### src/rtl/btb_ras.sv
module btb_ras #(
  parameter int ADDR_W      = 32,
  parameter int INDEX_W     = 4,
  parameter int RAS_DEPTH   = 4,
  parameter int INSTR_BYTES = 4
) (
  input  logic              clk,
  input  logic              rst_n,
  input  logic              flush,
  input  logic              lookup_valid,
  input  logic [ADDR_W-1:0] lookup_pc,
  output logic              pred_hit,
  output logic [1:0]        pred_kind,
  output logic              pred_taken,
  output logic [ADDR_W-1:0] pred_next,
  input  logic              upd_valid,
  input  logic [ADDR_W-1:0] upd_pc,
  input  logic [ADDR_W-1:0] upd_target,
  input  logic              upd_taken,
  input  logic [1:0]        upd_kind
);
  localparam int OFF_W   = $clog2(INSTR_BYTES);
  localparam int ENTRIES = 1 << INDEX_W;
  localparam int TAG_W   = ADDR_W - INDEX_W - OFF_W;
  localparam int SP_W    = (RAS_DEPTH > 1) ? $clog2(RAS_DEPTH) : 1;
  localparam int CNT_W   = $clog2(RAS_DEPTH + 1);
  localparam logic [1:0] K_COND = 2'd0, K_JUMP = 2'd1, K_CALL = 2'd2, K_RET = 2'd3;

  logic [ENTRIES-1:0] valid_q;
  logic [TAG_W-1:0]   tag_q  [ENTRIES];
  logic [ADDR_W-1:0]  tgt_q  [ENTRIES];
  logic [1:0]         kind_q [ENTRIES];
  logic [1:0]         ctr_q  [ENTRIES];
  logic [ADDR_W-1:0]  ras_q  [RAS_DEPTH];
  logic [SP_W-1:0]    sp_q;
  logic [CNT_W-1:0]   cnt_q;

  wire [INDEX_W-1:0] l_idx = lookup_pc[OFF_W +: INDEX_W];
  wire [TAG_W-1:0]   l_tag = lookup_pc[ADDR_W-1 -: TAG_W];
  wire [ADDR_W-1:0]  seq_pc = lookup_pc + ADDR_W'(INSTR_BYTES);
  wire               ras_empty = (cnt_q == '0);
  wire [SP_W-1:0]    top_idx = (sp_q == '0) ? SP_W'(RAS_DEPTH - 1) : sp_q - 1'b1;
  wire [SP_W-1:0]    sp_up   = (sp_q == SP_W'(RAS_DEPTH - 1)) ? '0 : sp_q + 1'b1;

  assign pred_hit  = lookup_valid && valid_q[l_idx] && (tag_q[l_idx] == l_tag);
  assign pred_kind = pred_hit ? kind_q[l_idx] : K_COND;

  always_comb begin
    pred_taken = 1'b0;
    pred_next  = seq_pc;
    if (pred_hit) begin
      case (kind_q[l_idx])
        K_COND: pred_taken = ctr_q[l_idx][1];
        K_RET:  pred_taken = 1'b1;
        default: pred_taken = 1'b1;
      endcase
      if (pred_taken)
        pred_next = (kind_q[l_idx] == K_RET && !ras_empty) ? ras_q[top_idx] : tgt_q[l_idx];
    end
  end

  wire do_push = pred_hit && (pred_kind == K_CALL);
  wire do_pop  = pred_hit && (pred_kind == K_RET) && !ras_empty;

  always_ff @(posedge clk) begin
    if (!rst_n || flush) begin
      sp_q  <= '0;
      cnt_q <= '0;
    end else if (do_push) begin
      ras_q[sp_q] <= seq_pc;
      sp_q        <= sp_up;
      if (cnt_q != CNT_W'(RAS_DEPTH)) cnt_q <= cnt_q + 1'b1;
    end else if (do_pop) begin
      sp_q  <= top_idx;
      cnt_q <= cnt_q - 1'b1;
    end
  end

  wire [INDEX_W-1:0] u_idx = upd_pc[OFF_W +: INDEX_W];
  wire [TAG_W-1:0]   u_tag = upd_pc[ADDR_W-1 -: TAG_W];
  wire u_train = valid_q[u_idx] && (tag_q[u_idx] == u_tag) &&
                 (kind_q[u_idx] == K_COND) && (upd_kind == K_COND);
  logic [1:0] ctr_new;

  always_comb begin
    if (!u_train)            ctr_new = upd_taken ? 2'd2 : 2'd1;
    else if (upd_taken)      ctr_new = (ctr_q[u_idx] == 2'd3) ? 2'd3 : ctr_q[u_idx] + 2'd1;
    else                     ctr_new = (ctr_q[u_idx] == 2'd0) ? 2'd0 : ctr_q[u_idx] - 2'd1;
  end

  always_ff @(posedge clk) begin
    if (!rst_n || flush) valid_q <= '0;
    else if (upd_valid)  valid_q[u_idx] <= 1'b1;
  end

  always_ff @(posedge clk) begin
    if (rst_n && !flush && upd_valid) begin
      tag_q[u_idx]  <= u_tag;
      tgt_q[u_idx]  <= upd_target;
      kind_q[u_idx] <= upd_kind;
      ctr_q[u_idx]  <= ctr_new;
    end
  end
endmodule

### config.mk
export PLATFORM = sky130hd
export DESIGN_NAME = btb_ras
export DESIGN_NICKNAME = d
export VERILOG_FILES = /design/src/rtl/btb_ras.sv
export SDC_FILE = /design/constraint.sdc
export NUM_CORES = 1
export LEC_CHECK = 0
export BUFFER_PORTS_ARGS = -buffer_cell sky130_fd_sc_hd__buf_2
export CORE_MARGIN = 2
export CORE_UTILIZATION = 62
export DETAILED_ROUTE_END_ITERATION = 6
export PLACE_DENSITY_LB_ADDON = 0.08
export SYNTH_ARGS = -nofsm -noshare
export SYNTH_HDL_FRONTEND = slang
export SYNTH_SLANG_ARGS = --single-unit
### constraint.sdc
create_clock -name clk -period 7.8 [get_ports clk]
set_input_delay 0.39 -clock clk [delete_from_list [all_inputs] [get_ports clk]]
set_output_delay 0.39 -clock clk [all_outputs]
set_load 0.05 [all_outputs]
==> results.md <==
- Outcome: complete, no violations
- Leak: 17.23 nW
- Tightest Hold Check Type: input port to flip-flop
- CP arrival: 5110 ps
- Sequential cell fraction of total power: 52.4%
- P&R area growth vs syn: 11.55%
- Final Non-Filler Cells: 3,536
- Comb pwr share: 6.3%
- Clock buffer depth: 3
- Vias per cell: 6.980
- Hold path cells: 1
- Storage cell area: 0.03405 mm²
- Crit share post-route: 70.50%
- Yosys top cell by area: edfxtp_1
- Grt ovf: 0
- VDD IR-drop max: 191.3 µV
- Min-Delay Endpoint: tgt_q[8][3]
- Synth top area cells: edfxtp_1 (69%), mux4_2 (20%), mux2i_1 (1.2%)
- Avg WL per Cell: 33.95 µm
- Worst Setup Start Kind: input port
- Fmax: 0.1819 GHz
- Area of the mapped netlist: 0.04864 mm²
- Number of synthesized flops with an enable pin: 1,120
- R2R cell count: 9
- Clock Sink Count: 1,141
- Area of the multi-input gates: 0.01395 mm²
- Die width: 284.1 µm
- RSZ-0062 raised after global routing: no
- Largest fanout on the critical path: 34
- Fin. Hold Viols: 0
- Nets@finish: 2,502
- RR Endpoint: ras_q[3][3]
- R2R setup slack: 2770 ps
- Cell variety after synth: 66
- Clock share of power: 41.3%
- Initial core utilization: 62.68%
- Num rows: 102
- Die H: 284.1 µm
- Filler cells: 4,773
- Int Power: 10.17 mW
- Final ANT Viol Nets: 0
- Tmin final: 5499 ps
- Antenna violations before repair: 14
- H-tree levels: 3
- Reg2Reg Launch Point: tag_q[3][14]
- First-pass GRT wire length: 175,100 µm
- Setup Crit Path Kind: input port to output pin
- Syn avg cell area: 21.92 µm²
- Vias post-DR: 24,680
- Worst-Margin Slew: 1174 ps
- Number of max-cap violations: 0
- Clock insertion delay at the later pin of the skew report: 690 ps
- Die Area: 0.08070 mm²
- Cts bufs inserted: 112
- Syn_nets: 2,329
- Final core occ: 69.92%
- Sw Ratio: 21.33%
- Final Wtd Congestion: 0.8384
- Pin count of the biggest net entering global routing: 86
- Clock skew: 24.21 ps
- Crit path capture type: output pin
- Tot GR Track Use: 30.34%
- WHS: 78.28 ps
- Placed cells: 3,316
- #FFs+latches synth: 1,141
- PD cells: 238.3 mW/mm²
- Async S/R FF share, synth: 0%
- Yosys warnings: 0
- DRC viols: 0
- Area share of the leading cell type in the synthesized netlist: 69.15%
- Tot Pwr: 12.93 mW
- Register area share after synthesis: 70.01%
- Initial DRC Count: 3,135
- I/O pin total: 140
- Top FF cell, synth: edfxtp_1
- Post-DP HPWL: 67,290 µm
- WL final: 120,100 µm
- Cells after Synth: 2,219
- Setup TNS: 0 ps
- Worst-path clk slew: 60 ps
- Worst hold start: upd_target[3]
- Vias in the first global route: 25,560
- Post-CTS Setup Inserts: 0
- Layout cells sized above 1: 35.26%
- CTS tree: done
- Final Setup Violations: 0
- Max-slew violations: 0
- Switching power: 2.758 mW
- DR pass1 iterations: 5
- Rel. slew slack: 21.51%
- Core area: 0.07759 mm²
- Required time worst endpoint: 7410 ps
- IO Port Bufs: 137
- Clk Tree Root Cell: clkbuf_16
stage by stage:
| step | area (µm²) | setup WS [ps] |
|---|---|---|
| 3_5_place_dp | 50570 | 1840 |
| 6_report | 54250 | 2301 |
| 4_1_cts | 54230 | 2322 |
| 2_1_floorplan | 48640 | 948.7 |
| 3_3_place_gp | 50570 | 1978 |
| 5_1_grt | 54250 | 2028 |
registers in the layout, indices dropped and copies added, names as in the netlist:
name,cells
tgt_q,512
ras_q,128
kind_q,32
tag_q,416
sp_q,2
valid_q,16
cnt_q,3
ctr_q,32
metal layers:
| metal | GRT usage [%] | part of all wire, % | vias to the layer above | wire (µm) |
|---|---|---|---|---|
| met5 | 0 | 0.055 | - | 66 |
| met4 | 10.91 | 3.2 | 10 | 3881 |
| met3 | 4.888 | 9.0 | 219 | 10810 |
| met2 | 48.71 | 50 | 1359 | 59850 |
| met1 | 43.24 | 38 | 13190 | 45440 |
| li1 | - | - | 9904 | - |
cell usage after synthesis, types with 7 or more instances:
cell type,n
a21o_1,17
a21oi_1,13
a221oi_1,17
a22oi_1,17
buf_1,13
buf_2,35
buf_4,11
buf_6,14
clkbuf_1,57
dfxtp_1,21
edfxtp_1,1120
inv_1,16
mux2_1,8
mux2_2,48
mux2_4,8
mux2i_1,57
mux4_2,440
nand2_1,26
nand3_1,21
nand4_1,16
nor2_1,42
nor2b_1,8
nor3_1,14
nor4b_1,7
o21ai_0,7
xnor2_1,61
xor2_1,23
timing repair:
| action | CTS | global route |
|---|---|---|
| hold endpoints to repair | 8 | 0 |
| hold buffers | 2 | 0 |
| gates resized for setup | 0 | 0 |
worst max-delay path by stage:
stage / start / to / slack (ps) / depth (start not counted)
global placement: lookup_pc[5] / ras_q[3][12] / 1980 / 10
floorplan: upd_pc[3] / ctr_q[2][0] / 950 / 7
global route: lookup_pc[2] / pred_next[2] / 2030 / 13
CTS: lookup_pc[2] / pred_next[2] / 2320 / 13
finish: lookup_pc[5] / pred_next[2] / 2300 / 12
detailed placement: lookup_pc[5] / ras_q[3][21] / 1840 / 10
worst max-delay path, cell delays in order:
cell       delay [ps]
buf_4             460
clkinv_1          910
mux4_2            650
xor2_1            180
nor3_1            260
o2111ai_1         210
nor4_4            360
nand4b_4          210
nor2_4            120
buf_4             480
mux2i_1           450
buf_2             350
cell usage in the layout, fill, tap and decap left out, types with 6 or more instances in the layout:
cell type and count:
edfxtp_1 1120, mux4_2 440, buf_2 131, clkbuf_16 116, xnor2_1 61, mux2i_1 57
mux2_2 48, buf_4 48, clkinv_1 29, nand2_1 26, nor2_1 26, xor2_1 23
clkbuf_1 23, clkinv_2 22, nand3_1 21, dfxtp_1 20, a22oi_1 17, a221oi_1 17
a21o_1 17, nor2_4 17, inv_1 16, nand4_1 16, a21oi_1 13, nor3_1 10
bufinv_16 10, diode_2 9, nor2b_1 8, mux2_1 8, mux2_4 8, o21ai_0 7
nor4b_1 7, buf_12 7, a22o_1 6, nor3b_1 6, a31oi_1 6
logic make-up (layout without fill, tap and decap cells):
logic type,Yosys count,count (layout),share of synthesized area (%)
flops,1141,1141,70.01
mux,561,561,23.09
simple gates,171,171,1.971
buf+inv,150,418,1.595
compound gates,106,106,1.646
xor+xnor,84,84,1.513
fa+ha+maj,6,6,0.1698
other cells,0,9,0
cell type report:
type                            count  area share (%)
Clock inverter                     68           1.142
Antenna cell                        9         0.04151
Sequential cell                  1141           62.77
Inverter                           18          0.1268
Multi-Input combinational cell    928           25.71
Clock buffer                      141           5.560
Tap cell                         1040           2.399
Timing Repair Buffer              191           2.246
power by group through the flow:
stage | sequential [mW] | clock (mW) | combinational [mW]
floorplan | 6.91 | 0 | 0.535
global placement | 6.91 | 0 | 0.796
detailed placement | 6.91 | 0 | 0.813
CTS | 6.78 | 5.38 | 0.819
global route | 6.78 | 5.64 | 0.863
finish | 6.78 | 5.33 | 0.815
Power figures use the tool's default switching activity.
